## config.mk

```make
export PLATFORM = sky130hd
export DESIGN_NAME = gated_timer16
export DESIGN_NICKNAME = d
export VERILOG_FILES = /design/src/rtl/tmr16_pkg.sv /design/src/rtl/tmr16_edge.sv /design/src/rtl/tmr16_prescale.sv /design/src/rtl/gated_timer16.sv
export SDC_FILE = /design/constraint.sdc
export NUM_CORES = 1
export LEC_CHECK = 0
export ABC_AREA = 0
export BUFFER_PORTS_ARGS = -buffer_cell sky130_fd_sc_hd__buf_2
export CAP_MARGIN = 20
export CORE_ASPECT_RATIO = 1.4
export CORE_UTILIZATION = 25
export DETAILED_ROUTE_END_ITERATION = 16
export SLEW_MARGIN = 5
export SYNTH_ARGS = -nofsm -noshare
export SYNTH_HDL_FRONTEND = slang
export SYNTH_SLANG_ARGS = --single-unit
```

## constraint.sdc

```tcl
create_clock -name clk -period 3.1 [get_ports clk]
set_input_delay 0.62 -clock clk [delete_from_list [all_inputs] [get_ports clk]]
set_output_delay 0.62 -clock clk [all_outputs]
set_load 0.005 [all_outputs]
```

## src/rtl/tmr16_pkg.sv

```systemverilog
package tmr16_pkg;
  localparam int PSEL_W = 2;
  localparam int PCNT_W = (1 << PSEL_W) - 1;

  localparam logic [2:0] ADR_CNT_LO = 3'd0;
  localparam logic [2:0] ADR_CNT_HI = 3'd1;
  localparam logic [2:0] ADR_CTRL   = 3'd2;
  localparam logic [2:0] ADR_FLAG   = 3'd3;
  localparam logic [2:0] ADR_IEN    = 3'd4;

  localparam int CB_ON    = 0;
  localparam int CB_EXT   = 1;
  localparam int CB_ASYNC = 2;
  localparam int CB_PS_LO = 4;
  localparam int CB_GATE  = 6;

  localparam int IB_TMR  = 0;
  localparam int IB_PERI = 6;
  localparam int IB_GLOB = 7;

  // Last prescale count value before an increment: divide ratio minus one.
  function automatic logic [PCNT_W-1:0] presc_limit(input logic [PSEL_W-1:0] sel);
    logic [PCNT_W:0] ratio;
    ratio = (PCNT_W+1)'(1) << sel;
    return PCNT_W'(ratio - (PCNT_W+1)'(1));
  endfunction

  function automatic logic irq_qual(input logic flag, input logic [7:0] ien);
    return flag & ien[IB_TMR] & ien[IB_PERI] & ien[IB_GLOB];
  endfunction
endpackage

```

## src/rtl/tmr16_edge.sv

```systemverilog
module tmr16_edge #(
  parameter int SYNC_STAGES = 2
) (
  input  logic clk,
  input  logic rst_n,
  input  logic pin,
  input  logic async_mode,
  input  logic run,
  output logic rise_ok
);
  logic [SYNC_STAGES-1:0] sync_q;
  logic src, prev_q, rise_raw, fall_raw, armed_q;

  generate
    if (SYNC_STAGES == 1) begin : g_one
      always_ff @(posedge clk or negedge rst_n)
        if (!rst_n) sync_q <= '0;
        else        sync_q <= pin;
    end else begin : g_chain
      always_ff @(posedge clk or negedge rst_n)
        if (!rst_n) sync_q <= '0;
        else        sync_q <= {sync_q[SYNC_STAGES-2:0], pin};
    end
  endgenerate

  assign src      = async_mode ? pin : sync_q[SYNC_STAGES-1];
  assign rise_raw = src & ~prev_q;
  assign fall_raw = ~src & prev_q;

  always_ff @(posedge clk or negedge rst_n) begin
    if (!rst_n) begin
      prev_q  <= 1'b0;
      armed_q <= 1'b0;
    end else begin
      prev_q <= src;
      if (!run)          armed_q <= 1'b0;
      else if (fall_raw) armed_q <= 1'b1;
    end
  end

  assign rise_ok = rise_raw & armed_q & run;

  AST_ARM_NEEDS_FALL: assert property (@(posedge clk) disable iff (!rst_n)
    $rose(armed_q) |-> $past(fall_raw));
endmodule

```

## src/rtl/tmr16_prescale.sv

```systemverilog
module tmr16_prescale
  import tmr16_pkg::*;
(
  input  logic              clk,
  input  logic              rst_n,
  input  logic              src_evt,
  input  logic              clr,
  input  logic [PSEL_W-1:0] sel,
  output logic              fire
);
  logic [PCNT_W-1:0] pre_q;
  logic              at_limit;

  assign at_limit = (pre_q >= presc_limit(sel));
  assign fire     = src_evt & ~clr & at_limit;

  always_ff @(posedge clk or negedge rst_n) begin
    if (!rst_n)       pre_q <= '0;
    else if (clr)     pre_q <= '0;
    else if (src_evt) pre_q <= at_limit ? '0 : pre_q + PCNT_W'(1);
  end

  AST_PRE_CLEARED: assert property (@(posedge clk) disable iff (!rst_n)
    clr |=> (pre_q == '0));
endmodule

```

## src/rtl/gated_timer16.sv

```systemverilog
module gated_timer16
  import tmr16_pkg::*;
#(
  parameter int DATA_W      = 8,
  parameter int SYNC_STAGES = 2
) (
  input  logic              clk,
  input  logic              rst_n,
  input  logic              bus_wr,
  input  logic [2:0]        bus_addr,
  input  logic [DATA_W-1:0] bus_wdata,
  output logic [DATA_W-1:0] bus_rdata,
  input  logic              inst_tick,
  input  logic              ext_clk,
  input  logic              gate_in,
  output logic              irq
);
  localparam int CNT_W = 2 * DATA_W;

  logic [CNT_W-1:0]  cnt_q;
  logic [DATA_W-1:0] ctrl_q, ien_q;
  logic              ovf_flag;

  logic lo_wr, hi_wr, cnt_wr, ctrl_wr, flag_wr, ien_wr;
  logic ctrl_on, ext_sel, async_sel, gate_en, gate_ok;
  logic ext_rise, src_evt, inc_evt, wrap_evt;

  assign lo_wr   = bus_wr && (bus_addr == ADR_CNT_LO);
  assign hi_wr   = bus_wr && (bus_addr == ADR_CNT_HI);
  assign ctrl_wr = bus_wr && (bus_addr == ADR_CTRL);
  assign flag_wr = bus_wr && (bus_addr == ADR_FLAG);
  assign ien_wr  = bus_wr && (bus_addr == ADR_IEN);
  assign cnt_wr  = lo_wr | hi_wr;

  assign ctrl_on   = ctrl_q[CB_ON];
  assign ext_sel   = ctrl_q[CB_EXT];
  assign async_sel = ctrl_q[CB_ASYNC];
  assign gate_en   = ctrl_q[CB_GATE];
  assign gate_ok   = ~gate_en | gate_in;

  tmr16_edge #(.SYNC_STAGES(SYNC_STAGES)) i_edge (
    .clk        (clk),
    .rst_n      (rst_n),
    .pin        (ext_clk),
    .async_mode (async_sel),
    .run        (ctrl_on),
    .rise_ok    (ext_rise)
  );

  assign src_evt = ctrl_on & gate_ok & (ext_sel ? ext_rise : inst_tick);

  tmr16_prescale i_pre (
    .clk     (clk),
    .rst_n   (rst_n),
    .src_evt (src_evt),
    .clr     (cnt_wr),
    .sel     (ctrl_q[CB_PS_LO +: PSEL_W]),
    .fire    (inc_evt)
  );

  assign wrap_evt = inc_evt & ~cnt_wr & (cnt_q == '1);

  always_ff @(posedge clk or negedge rst_n) begin
    if (!rst_n) begin
      cnt_q <= '0;
    end else if (cnt_wr) begin
      if (lo_wr) cnt_q[DATA_W-1:0]     <= bus_wdata;
      if (hi_wr) cnt_q[CNT_W-1:DATA_W] <= bus_wdata;
    end else if (inc_evt) begin
      cnt_q <= cnt_q + CNT_W'(1);
    end
  end

  always_ff @(posedge clk or negedge rst_n) begin
    if (!rst_n) begin
      ctrl_q   <= '0;
      ien_q    <= '0;
      ovf_flag <= 1'b0;
    end else begin
      if (ctrl_wr) ctrl_q <= bus_wdata;
      if (ien_wr)  ien_q  <= bus_wdata;
      if (wrap_evt)     ovf_flag <= 1'b1;
      else if (flag_wr) ovf_flag <= bus_wdata[0];
    end
  end

  assign irq = irq_qual(ovf_flag, ien_q);

  always_comb begin
    unique case (bus_addr)
      ADR_CNT_LO: bus_rdata = cnt_q[DATA_W-1:0];
      ADR_CNT_HI: bus_rdata = cnt_q[CNT_W-1:DATA_W];
      ADR_CTRL:   bus_rdata = ctrl_q;
      ADR_FLAG:   bus_rdata = {{(DATA_W-1){1'b0}}, ovf_flag};
      ADR_IEN:    bus_rdata = ien_q;
      default:    bus_rdata = '0;
    endcase
  end

  AST_STEP_ONE: assert property (@(posedge clk) disable iff (!rst_n)
    (inc_evt && !cnt_wr) |=> (cnt_q == $past(cnt_q) + CNT_W'(1)));
  AST_HOLD_WHEN_OFF: assert property (@(posedge clk) disable iff (!rst_n)
    (!ctrl_on && !cnt_wr) |=> $stable(cnt_q));
  AST_GATE_BLOCKS: assert property (@(posedge clk) disable iff (!rst_n)
    (gate_en && !gate_in && !cnt_wr) |=> $stable(cnt_q));
  AST_WRAP_SETS_FLAG: assert property (@(posedge clk) disable iff (!rst_n)
    wrap_evt |=> (ovf_flag && cnt_q == '0));
  AST_IRQ_NEEDS_FLAG: assert property (@(posedge clk) disable iff (!rst_n)
    irq |-> (ovf_flag && ien_q[IB_GLOB]));
endmodule

```

# == Word-level counts from Yosys, hierarchy flattened ==
# Cells that the tools add are included.
# classes
n_addsub,3
mul,0
div_mod_pow,0
order_cmp,1
eq_ne,8
shifts,1
n_mux,14
bitwise_logic,19
n_reduce_logical,11
# op_table
op,n
case mux 8 bit (5 select lines),1
two-way mux 16 bit,2
adder 16 x 1 -> 16 bit (second input constant),1
equality test 16 bit (second input constant),1
two-way mux 8 bit,2
bitwise AND 1 bit,13
two-way mux 3 bit,3
equality test 3 x 2 -> 1 bit (second input constant),2
two-way mux 1 bit,6
nonzero test 2 bit,3
logical AND 1 bit,5
inequality test 2 bit (second input constant),2
inverter 1 bit,4
AND reduction 2 bit,2
adder 3 x 1 -> 3 bit (second input constant),1
equality test 3 x 1 -> 1 bit (second input constant),1
equality test 3 bit (second input constant),1
greater-or-equal comparator 3 bit,1
zero test 3 bit,1
<< shifter 1 x 2 -> 3 bit (first input constant),1
subtractor 3 x 1 -> 3 bit (second input constant),1
inequality test 2 x 1 -> 1 bit (second input constant),1
bitwise OR 1 bit,2
# word_totals
register_bits,40
latchBits,0
mem_bits_rw,0
mem_bits_ro,0
n_memories,0

# == Depth between registers and ports, before layout ==
# Gate-level depths: netlist (run 1).
# logic_depth
depth_word,11
mapped_depth,8
mapped_depth_nobuf,7

# == Modules after synthesis ==
# A second synthesis (run 1) with hierarchy kept.
# hier_totals
cells_unflattened,254
area_unflattened_um2,2467.4
# modules_own_cells
module,n_inst,cells_per_inst,area_per_inst_um2,seq_area_each_um2
gated_timer16,1,218,2057.0,825.8
tmr16_prescale,1,27,266.5,75.1
tmr16_edge,1,9,143.9,100.1

# == Least setup slack after synthesis (run 1) ==
# No wires, ideal clock.
# synth_timing
path_kind,input to output
start,in bus_addr[2]
end,out bus_rdata[1]
arrival_ns,1.638
path_slack_ns,0.842
path_stages,5
cell_sequence,buf_4 -> clkbuf_1 -> nor3b_1 -> nand2_1 -> o21ai_0
# synth_between
elab_chain_cells,2
elab_cells_between_ends,6
# synth_rtl
item,line_no,text
start: declaration,gated_timer16.sv:10,"input logic [2:0] bus_addr,"
equality test 3 bit (tied with other cells),gated_timer16.sv:90,unique case (bus_addr)
case mux 8 bit (5 select lines) *,gated_timer16.sv:90,
end: declaration,gated_timer16.sv:12,"output logic [DATA_W-1:0] bus_rdata,"
# Mark *: on every way between the ends. The rest lies on a longest branch, timed or not.

# == Final worst setup path (run 1) ==
# layout_timing
start,reg ctrl_q[5]
end,reg cnt_q[15]
# layout_between
elab_chain_cells,6
# layout_rtl
item,line_no,text
start: declaration,gated_timer16.sv:21,"logic [DATA_W-1:0] ctrl_q, ien_q;"
start signal: assignment,gated_timer16.sv:80,if (ctrl_wr) ctrl_q <= bus_wdata;
<< shifter 1 x 2 -> 3 bit,tmr16_pkg.sv:24,ratio = (PCNT_W+1)'(1) << sel;
subtractor 3 x 1 -> 3 bit,tmr16_pkg.sv:25,return PCNT_W'(ratio - (PCNT_W+1)'(1));
greater-or-equal comparator 3 bit,tmr16_prescale.sv:14,assign at_limit = (pre_q >= presc_limit(sel));
bitwise AND 1 bit,tmr16_prescale.sv:15,assign fire = src_evt & ~clr & at_limit;
nonzero test 2 bit (no line),n/a,
AND reduction 2 bit (no line),n/a,
end signal: indexed assignment,gated_timer16.sv:67,if (lo_wr) cnt_q[DATA_W-1:0] <= bus_wdata;
end signal: indexed assignment,gated_timer16.sv:68,if (hi_wr) cnt_q[CNT_W-1:DATA_W] <= bus_wdata;
end signal: assignment,gated_timer16.sv:70,cnt_q <= cnt_q + CNT_W'(1);
end: declaration,gated_timer16.sv:20,logic [CNT_W-1:0] cnt_q;
# No other way between the ends.
# A chain may end at the register's enable or synchronous reset.

==> flow_metrics.py, run 1 <==
metrics = {
    "placement": {
        "dp.final_hpwl_mm": 4.97,
        "gp_congestion": 0.896,
        "portBuffers": 25,
    },
    "clock_network": {
        "insertion_delay_ns": 0.29,
        "numClockSinks": 40,
        "htree_levels": 2,
        "clock_path_buffers": 2,
        "post_cts_buffers": 0,
        "tritoncts": "done",
        "clk_pin_slew_worst_paths_ns": 0.06,
        "cts-buffers-inserted": 5,
        "cts_resized": 0,
        "cts-root-buf": "clkbuf_16",
        "cts-hold-fix-buffers": 0,
    },
    "sta": {
        "finalSetupViolCount": 0,
        "slew_violations": 0,
        "slew-limit-headroom_pct": 38.6,
        "worst_pin_slew_ns": 0.921,
        "rsz0062_at_grt": "false",
        "post-route-period-util_pct": 77.1,
        "finalClockSkew_ns": 0.00562,
        "max_freq_mhz": 418,
        "final_hold_viol_count": 0,
        "fin_crit_ns": 2.39,
        "setup_tns_ns": 0,
    },
    "die": {
        "die_w_um": 84.9,
        "ios": 26,
        "start_util_pct": 25.6,
        "fp.dieH_um": 118,
        "core_area_mm2": 0.00941,
        "num_rows": 42,
        "dieArea_mm2": 0.0100,
    },
    "power_and_ir_drop": {
        "irDropWorstVdd_mv": 0.268,
        "pwr_density_cell_mw_per_mm2": 655,
        "switching_share_pct": 34.8,
        "p_seq_share_pct": 43.0,
        "p_leak_nw": 1.15,
        "intPower_w": 0.00120,
        "clkPwrFrac_pct": 29.2,
        "p_sw_w": 0.000638,
        "p_comb_share_pct": 27.8,
    },
    "worst_setup_path": {
        "regToRegSetupSlack_ns": 0.71,
        "critPathMaxFanout": 14,
        "path_buf_inv": 0,
        "slowest_delay_ns": 0.61,
        "worst_path_max_delay_cell": "or4_1",
        "crit_required_ns": 3.33,
        "critPathLaunchType": "register",
        "crit_family": "simple AND/OR/NAND/NOR gates",
        "crit_arrival_ns": 2.62,
        "critPathCaptureType": "register",
        "path_cells": "or2_2 > ha_1 > nand2b_1 > a211o_1 > nand4_2 > or4_1 > nand3_1",
        "setup.worst_path.class": "register to register",
    },
    "route": {
        "drtIter0Drc": 211,
        "drt_first_pass_iters": 10,
        "postRouteAntennaNets": 0,
        "via_count": 2105,
        "vias_per_cell": 5.33,
        "drt_wl_total_mm": 6.67,
        "drc": 1,
        "post_drt_wl_per_cell_um": 16.9,
    },
    "finish": {
        "diodes": 0,
        "nNetsFinal": 306,
        "final-seq-area_mm2": 0.00100,
        "nFillCells": 987,
        "drive_above_1_share_pct": 23.9,
        "multiInputGateArea_mm2": 0.00132,
        "final_core_util_pct": 29.8,
        "layout-area-overhead-vs-synth_pct": 16.3,
    },
    "logic_synthesis": {
        "syn-mean-instance-area_um2": 9.22,
        "synthTopCellsByCount": "dfrtp_1, nand2_1, nor2_1",
        "synth_flop_cell": "dfrtp_1",
        "yosysMostFrequentCell": "dfrtp_1",
        "seq_area_frac_synth_pct": 41.6,
        "ys.warnings.count": 0,
        "syn_nets": 283,
        "async_flop_share_pct": 100,
        "syn-cell-area_mm2": 0.00241,
        "synth_edf_count": 0,
        "yosysTopAreaCell": "dfrtp_1",
        "synth.distinct_cells": 54,
        "synth_top_area_share_pct": 41.6,
        "yosys_register_bits": 40,
        "ys_top_cells_by_area": "dfrtp_1, mux2_2, mux2i_1",
        "syn_inst": 261,
    },
    "run_status": {
        "status": "finished with violations",
        "violations": "design-rule violations",
    },
    "min_path": {
        "hp-class": "register to register",
    },
    "grt": {
        "overflow": 0,
        "grt_pass1_vias": 2147,
        "grt_max_degree": 41,
        "grt_use_total_pct": 14.5,
        "grt_first_pass_wirelength_mm": 11.1,
        "antenna_found_initial": 0,
    },
    "run": {
        "maxCapViolCount": 0,
    },
}
-- kinds of logic (layout without fill, tap and decap cells) --
| family | count (synthesis) | after routing | synth area share (%) |
|---|---|---|---|
| AND/OR/NAND/NOR | 109 | 109 | 24.3 |
| AO/OA/AOI/OAI | 59 | 59 | 16.0 |
| flip-flops | 40 | 40 | 41.6 |
| multiplexers | 26 | 26 | 11.6 |
| buffers and inverters | 22 | 46 | 4.00 |
| adder cells (fa/ha/maj) | 5 | 5 | 2.60 |
-- cell usage in the layout (no fill, tap or decap), types with 6 or more instances in the layout --
| master | n |
|---|---|
| dfrtp_1 | 40 |
| mux2_2 | 15 |
| mux2i_1 | 11 |
| buf_2 | 25 |
| o21ai_0 | 16 |
| nand3_1 | 11 |
| nor3_1 | 9 |
| nand2_1 | 27 |
| nor2_1 | 24 |
| a21oi_1 | 16 |
| inv_1 | 7 |
| buf_4 | 6 |
-- routing by layer --
| metal | global-route usage [%] | wire length [µm] | up-vias |
|---|---|---|---|
| li1 | - | - | 1007 |
| met5 | 0 | 0 | - |
| met3 | 2.81 | 199 | 18 |
| met4 | 8.58 | 292 | 0 |
| met1 | 17.3 | 2950 | 1029 |
| met2 | 23.9 | 3230 | 51 |
-- state kept, by name, indices dropped and copies added (netlist names) --
name            flops
i_edge.armed_q      1
ctrl_q              8
i_edge.prev_q       1
ien_q               8
i_edge.sync_q       2
cnt_q              16
i_pre.pre_q         3
ovf_flag            1
-- path summary, 6_finish.rpt --
check / from / end / cells after the start
max in group asynchronous: rst_n / ctrl_q[6] / 1
min in group asynchronous: rst_n / i_edge.sync_q[1] / 1
setup reg to reg: ctrl_q[5] / cnt_q[15] / 7
hold reg to reg: i_edge.sync_q[0] / i_edge.sync_q[1] / 0
setup / recovery: ctrl_q[5] / cnt_q[15] / 7
hold / removal: i_edge.sync_q[0] / i_edge.sync_q[1] / 0
-- worst register-to-register path: stages, from the launching register on --
cell	delay, ns
dfrtp_1	0.40
or2_2	0.30
ha_1	0.26
nand2b_1	0.10
a211o_1	0.21
nand4_2	0.35
or4_1	0.61
nand3_1	0.09
-- layout make-up --
type	instances	share of cell area, %
Clock inverter	2	0.357
Sequential cell	40	35.7
Tap cell	110	4.92
Inverter	7	0.938
Clock buffer	6	4.96
Multi-Input combinational cell	199	47.0
Timing Repair Buffer	31	6.08
-- power by group through the flow --
stage               Combinational, W  Clock (W)  Sequential, W
global placement            0.000501          0       0.000796
finish                      0.000509   0.000536       0.000789
floorplan                   0.000387          0       0.000745
global route                0.000581   0.000573       0.000806
detailed placement          0.000510          0       0.000797
CTS                         0.000512   0.000547       0.000787
-- stage by stage --
stage	hold WS (ns)	total power [W]	std cells	instance area (µm²)	setup WS, ns
finish	0.360	0.00183	395	2800	0.710
global route	0.370	0.00196	395	2800	0.583
CTS	0.369	0.00185	395	2800	0.709
detailed placement	0.355	0.00131	387	2650	0.710
global placement	0.339	0.00130	387	2650	0.751
floorplan	0.324	0.00113	261	2410	0.842
Power figures use the tool's default switching activity.
==> inputs of run 2 (changes only) <==
--- a/config.mk
+++ b/config.mk
@@ -5,7 +5,7 @@
 export SDC_FILE = /design/constraint.sdc
 export NUM_CORES = 1
 export LEC_CHECK = 0
-export ABC_AREA = 0
+export ABC_AREA = 1
 export BUFFER_PORTS_ARGS = -buffer_cell sky130_fd_sc_hd__buf_2
 export CAP_MARGIN = 20
 export CORE_ASPECT_RATIO = 1.4
==> constraint.sdc (replaced) <==
create_clock -name clk -period 2.04 [get_ports clk]
set_input_delay 0.408 -clock clk [delete_from_list [all_inputs] [get_ports clk]]
set_output_delay 0.408 -clock clk [all_outputs]
set_load 0.005 [all_outputs]
==> run 2 against run 1 <==
Effect of this change: the run now ends clean; total power up 82%; worst setup slack worse by 0.52 ns; fmax up 29%; critical path depth up 1; combinational power up 98%; cell count up 33%; via count up 15%; core utilization up 1.7 points; register-to-register slack worse by 0.52 ns; flip-flop and latch count unchanged.
==> flow_metrics.py, run 2 <==
metrics = {
    "logic_synthesis": {
        "synthTopCellsByCount": "nand2_1, dfrtp_1, inv_1, nand3_1, o21ai_0",
        "syn_nets": 381,
        "synth.distinct_cells": 28,
        "synth_flop_cell": "dfrtp_1",
        "syn-cell-area_mm2": 0.00248,
        "ys.warnings.count": 0,
        "yosysTopAreaCell": "dfrtp_1",
        "ys_top_cells_by_area": "dfrtp_1, nand2_1, nand3_1",
        "seq_area_frac_synth_pct": 40.4,
        "syn-mean-instance-area_um2": 6.91,
        "synth_top_area_share_pct": 40.4,
        "synth_edf_count": 0,
        "syn_inst": 359,
        "yosys_register_bits": 40,
        "yosysMostFrequentCell": "nand2_1",
        "async_flop_share_pct": 100,
    },
    "worst_setup_path": {
        "setup.worst_path.class": "register to register",
        "r2r_start": "ctrl_q[5]",
        "r2r_end": "cnt_q[1]",
        "regToRegSetupSlack_ns": 0.19,
        "critPathLaunchType": "register",
        "crit_arrival_ns": 2.07,
        "critPathCaptureType": "register",
        "critPathMaxFanout": 9,
        "r2r_cells": 8,
        "crit_path_start": "ctrl_q[5]",
        "crit_required_ns": 2.26,
    },
    "sta": {
        "setup_tns_ns": 0,
        "max_freq_mhz": 542,
        "final_hold_viol_count": 0,
        "whs_ns": 0.0863,
        "slew-limit-headroom_pct": 67.5,
        "finalSetupViolCount": 0,
        "worst_pin_slew_ns": 0.488,
        "rsz0062_at_grt": "false",
        "slew_violations": 0,
        "post-route-period-util_pct": 90.5,
        "finalClockSkew_ns": 0.00450,
        "fin_crit_ns": 1.85,
    },
    "grt": {
        "grt_pass1_vias": 2385,
        "grt_use_total_pct": 14.4,
        "grt_max_degree": 22,
        "overflow": 0,
        "antenna_found_initial": 0,
        "grt_first_pass_wirelength_mm": 11.5,
    },
    "die": {
        "num_rows": 42,
        "ios": 26,
        "dieArea_mm2": 0.0103,
        "start_util_pct": 25.9,
        "die_w_um": 86.2,
        "fp.dieH_um": 120,
        "core_area_mm2": 0.00956,
    },
    "finish": {
        "top_regs": "cnt_q x16, ctrl_q x8, ien_q x8",
        "nNetsFinal": 415,
        "drive_above_1_share_pct": 13.7,
        "final_core_util_pct": 31.5,
        "layout_commonest_cell": "nand2_1",
        "stdcell_area_mm2": 0.00301,
        "regMostFlops": "cnt_q",
        "final_cell_mix": "nand2_1, dfrtp_1, inv_1, nand3_1, o21ai_0",
        "largest_reg_flops": 16,
        "layout-area-overhead-vs-synth_pct": 21.4,
        "diodes": 0,
    },
    "route": {
        "drtIter0Drc": 125,
        "drc": 0,
        "vias_per_cell": 4.60,
        "post_drt_wl_per_cell_um": 13.0,
        "drt_first_pass_iters": 4,
        "postRouteAntennaNets": 0,
        "drt_wl_total_mm": 6.84,
        "via_count": 2422,
    },
    "clock_network": {
        "numClockSinks": 40,
        "clock_path_buffers": 2,
        "tritoncts": "done",
        "cts-root-buf": "clkbuf_16",
        "cts-hold-fix-buffers": 0,
        "htree_levels": 2,
        "clk_pin_slew_worst_paths_ns": 0.06,
        "post_cts_buffers": 0,
        "cts_resized": 0,
        "cts-buffers-inserted": 5,
        "insertion_delay_ns": 0.28,
    },
    "placement": {
        "portBuffers": 25,
        "gp_congestion": 0.869,
        "dp.final_hpwl_mm": 5.51,
        "placed_cell_area_mm2": 0.00283,
    },
    "power_and_ir_drop": {
        "pwr_density_cell_mw_per_mm2": 1110,
        "p_leak_nw": 1.46,
        "irDropWorstVdd_mv": 0.360,
        "finalPower_w": 0.00334,
    },
    "min_path": {
        "hp-class": "primary input to async pin",
    },
    "run": {
        "maxCapViolCount": 0,
    },
    "run_status": {
        "status": "finished, final reports clean",
    },
}
run 2: cell types whose count changed after synthesis, sizes merged, moves of 11 or more:
| cell | delta |
|---|---|
| mux2 | -15 |
| o21ai | +12 |
| nand2 | +124 |
| a21oi | -13 |
| nand3 | +21 |
| inv | +28 |
| mux2i | -11 |
run 2: where the power goes:
part / switching [W] / internal [W] / leakage [nW]
registers: 0.000346 / 0.00104 / 0.509
clock network: 0.000299 / 0.000644 / 0.0901
logic: 0.000582 / 0.000431 / 0.865
total: 0.00123 / 0.00211 / 1.46
run 2: cell families after synthesis:
kind of cell / Yosys count / synth area share, %
XOR/XNOR: 5 / 1.77
buffers and inverters: 42 / 6.81
adder cells (fa/ha/maj): 5 / 2.52
flip-flops: 40 / 40.4
AO/OA/AOI/OAI: 39 / 8.48
AND/OR/NAND/NOR: 228 / 40.1
run 2: worst max path at each step:
stage	end	slack, ns	cells after the start
after detailed placement	cnt_q[1]	0.20	8
after global placement	bus_rdata[0]	0.23	7
after global routing	cnt_q[6]	0.02	8
after floorplan	cnt_q[1]	0.32	8
after CTS	cnt_q[1]	0.18	8
final	cnt_q[1]	0.19	8
run 2: through the flow:
step | std cells | worst slack [ns]
after floorplan | 359 | 0.325
after global placement | 518 | 0.234
after detailed placement | 518 | 0.199
after CTS | 526 | 0.185
after global routing | 526 | 0.0245
final | 526 | 0.194
run 2: final cells by class:
cell class | count | area [µm²]
inverters | 35 | 134
well taps | 132 | 165
multi-input cells | 277 | 1310
flip-flops and latches | 40 | 1000
clock buffers | 7 | 153
fillers | 1068 | 6550
clock inverters | 1 | 30.0
repair buffers | 34 | 218
run 2: routing by layer:
layer	vias to the layer above	track usage, %	routed length (µm)
met5	-	0	0
met3	11	2.75	314
met4	0	4.90	100
li1	1225	-	-
met1	1133	16.0	2700
met2	53	26.8	3720
run 2: critical path, cell delays in order, from the launching register on:
cell,delay (ns)
dfrtp_1,0.42
or2_2,0.31
ha_1,0.27
nand3_1,0.06
nand3_1,0.14
nand4_4,0.20
nand2_2,0.23
nand2_1,0.10
nand2_1,0.06
==> inputs of run 3 (changes only) <==
--- a/config.mk
+++ b/config.mk
@@ -8,9 +8,13 @@
 export ABC_AREA = 1
 export BUFFER_PORTS_ARGS = -buffer_cell sky130_fd_sc_hd__buf_2
 export CAP_MARGIN = 20
+export CELL_PAD_IN_SITES_DETAIL_PLACEMENT = 1
+export CELL_PAD_IN_SITES_GLOBAL_PLACEMENT = 2
 export CORE_ASPECT_RATIO = 1.4
 export CORE_UTILIZATION = 25
+export CTS_CLUSTER_SIZE = 24
 export DETAILED_ROUTE_END_ITERATION = 16
+export PLACE_DENSITY_LB_ADDON = 0.1
 export SLEW_MARGIN = 5
 export SYNTH_ARGS = -nofsm -noshare
 export SYNTH_HDL_FRONTEND = slang
==> run 3 against run 2 <==
Effect of this change: flip-flop and latch count unchanged; clock power increased by 24%; core utilization up 0.31 points; clock skew about the same; cell count grew 0.57%; design area increased by 1.0%; die area did not move; total power increased by 7.5%; hold slack better by 0.11 ns; wire length is 24% higher; largest power group unchanged.
==> flow_metrics.py, run 3 (synthesized netlist as in run 2, its figures left out) <==
metrics = {
    "finish": {
        "multiInputGateArea_mm2": 0.00131,
        "layout_commonest_cell": "nand2_1",
        "layout-area-overhead-vs-synth_pct": 22.6,
        "final_core_util_pct": 31.8,
        "nFillCells": 1241,
        "final_cell_mix": "nand2_1, dfrtp_1, inv_1, nand3_1, o21ai_0",
        "final_cell_count_no_fill": 529,
        "largest_reg_flops": 16,
        "regMostFlops": "cnt_q",
        "final-seq-area_mm2": 0.00100,
        "top_regs": "cnt_q x16, ctrl_q x8, ien_q x8",
        "drive_above_1_share_pct": 14.4,
        "diodes": 0,
        "nNetsFinal": 418,
    },
    "sta": {
        "final_hold_viol_count": 0,
        "max_freq_mhz": 552,
        "setup_tns_ns": 0,
        "fin_ws_ns": 0.227,
        "post-route-period-util_pct": 88.9,
        "finalClockSkew_ns": 0.00482,
        "slew_violations": 0,
        "slew-limit-headroom_pct": 63.3,
        "finalSetupViolCount": 0,
        "fin_crit_ns": 1.81,
        "rsz0062_at_grt": "false",
        "worst_pin_slew_ns": 0.551,
    },
    "route": {
        "vias_per_cell": 4.59,
        "via_count": 2426,
        "drc": 0,
        "drt_first_pass_iters": 4,
        "post_drt_wl_per_cell_um": 16.0,
        "drt_wl_total_mm": 8.47,
        "drtIter0Drc": 61,
        "postRouteAntennaNets": 0,
    },
    "min_path": {
        "hp-class": "primary input to async pin",
    },
    "die": {
        "start_util_pct": 25.9,
        "ios": 26,
        "die_w_um": 86.2,
        "dieArea_mm2": 0.0103,
        "num_rows": 42,
        "fp.dieH_um": 120,
        "core_area_mm2": 0.00956,
    },
    "worst_setup_path": {
        "crit_required_ns": 2.21,
        "critPathMaxFanout": 9,
        "crit_arrival_ns": 1.98,
        "setup.worst_path.class": "register to register",
        "critPathCaptureType": "register",
        "critPathLaunchType": "register",
    },
    "clock_network": {
        "clock_path_buffers": 2,
        "cts-root-buf": "clkbuf_16",
        "clk_pin_slew_worst_paths_ns": 0.06,
        "htree_levels": 2,
        "insertion_delay_ns": 0.28,
        "cts-buffers-inserted": 5,
        "cts_resized": 0,
        "numClockSinks": 40,
        "cts-hold-fix-buffers": 0,
        "post_cts_buffers": 0,
        "tritoncts": "done",
    },
    "power_and_ir_drop": {
        "p_leak_nw": 1.48,
        "pwr_density_cell_mw_per_mm2": 1180,
        "irDropWorstVdd_mv": 0.364,
    },
    "run": {
        "maxCapViolCount": 0,
    },
    "placement": {
        "placedCellCount": 521,
        "dp.final_hpwl_mm": 6.67,
        "portBuffers": 25,
        "dpl_worst_slack_ns": 0.219,
        "gp_congestion": 0.799,
    },
    "grt": {
        "grt_pass1_vias": 2655,
        "grt_max_degree": 41,
        "antenna_found_initial": 0,
        "overflow": 0,
        "grt_first_pass_wirelength_mm": 14.0,
        "grt_use_total_pct": 18.1,
    },
    "run_status": {
        "status": "finished, final reports clean",
    },
}
==> run 3: final timing paths <==
path | to | start | cells past startpoint | slack [ns]
hold / removal | ctrl_q[2] | rst_n | 2 | 0.19
hold reg to reg | i_edge.sync_q[1] | i_edge.sync_q[0] | 0 | 0.36
min in group clk | i_edge.sync_q[0] | ext_clk | 1 | 0.25
max in group asynchronous | ien_q[7] | rst_n | 2 | 1.46
setup reg to reg | cnt_q[6] | ctrl_q[5] | 8 | 0.23
setup / recovery | cnt_q[6] | ctrl_q[5] | 8 | 0.23
==> run 3: power by group <==
part | internal (W) | switching, W
Sequential | 0.00104 | 0.000357
Clock | 0.000826 | 0.000343
Combinational | 0.000425 | 0.000603
==> run 3: through the flow <==
| stage | hold slack (ns) | total power [W] | instance area (µm²) |
|---|---|---|---|
| final | 0.192 | 0.00359 | 3040 |
| after global placement | 0.338 | 0.00245 | 2830 |
| after detailed placement | 0.350 | 0.00247 | 2830 |
| after CTS | 0.219 | 0.00364 | 3040 |
| after global routing | 0.243 | 0.00389 | 3040 |
| after floorplan | 0.112 | 0.00204 | 2480 |
==> run 3: cell type report <==
| class | instances | area share (%) |
|---|---|---|
| multi-input cells | 277 | 43.1 |
| clock buffers | 5 | 4.12 |
| well taps | 132 | 5.43 |
| inverters | 35 | 4.40 |
| repair buffers | 37 | 7.08 |
| clock inverters | 3 | 2.96 |
| flip-flops and latches | 40 | 32.9 |
==> run 3: layer usage <==
layer,vias up,track usage (%),share of wire (%)
li1,1224,-,-
met1,1157,21.7,43
met2,30,32.4,52
met3,15,2.06,1.5
met4,0,7.29,3.0
met5,-,0,0
==> run 3: critical path, stage by stage, from the launching register on <==
cell and delay (ns):
dfrtp_1 0.41, or2_2 0.31, ha_1 0.27, nand3_1 0.06
nand3_1 0.14, nand4_4 0.16, nand2_2 0.17, nand2_1 0.12
nand2_1 0.06
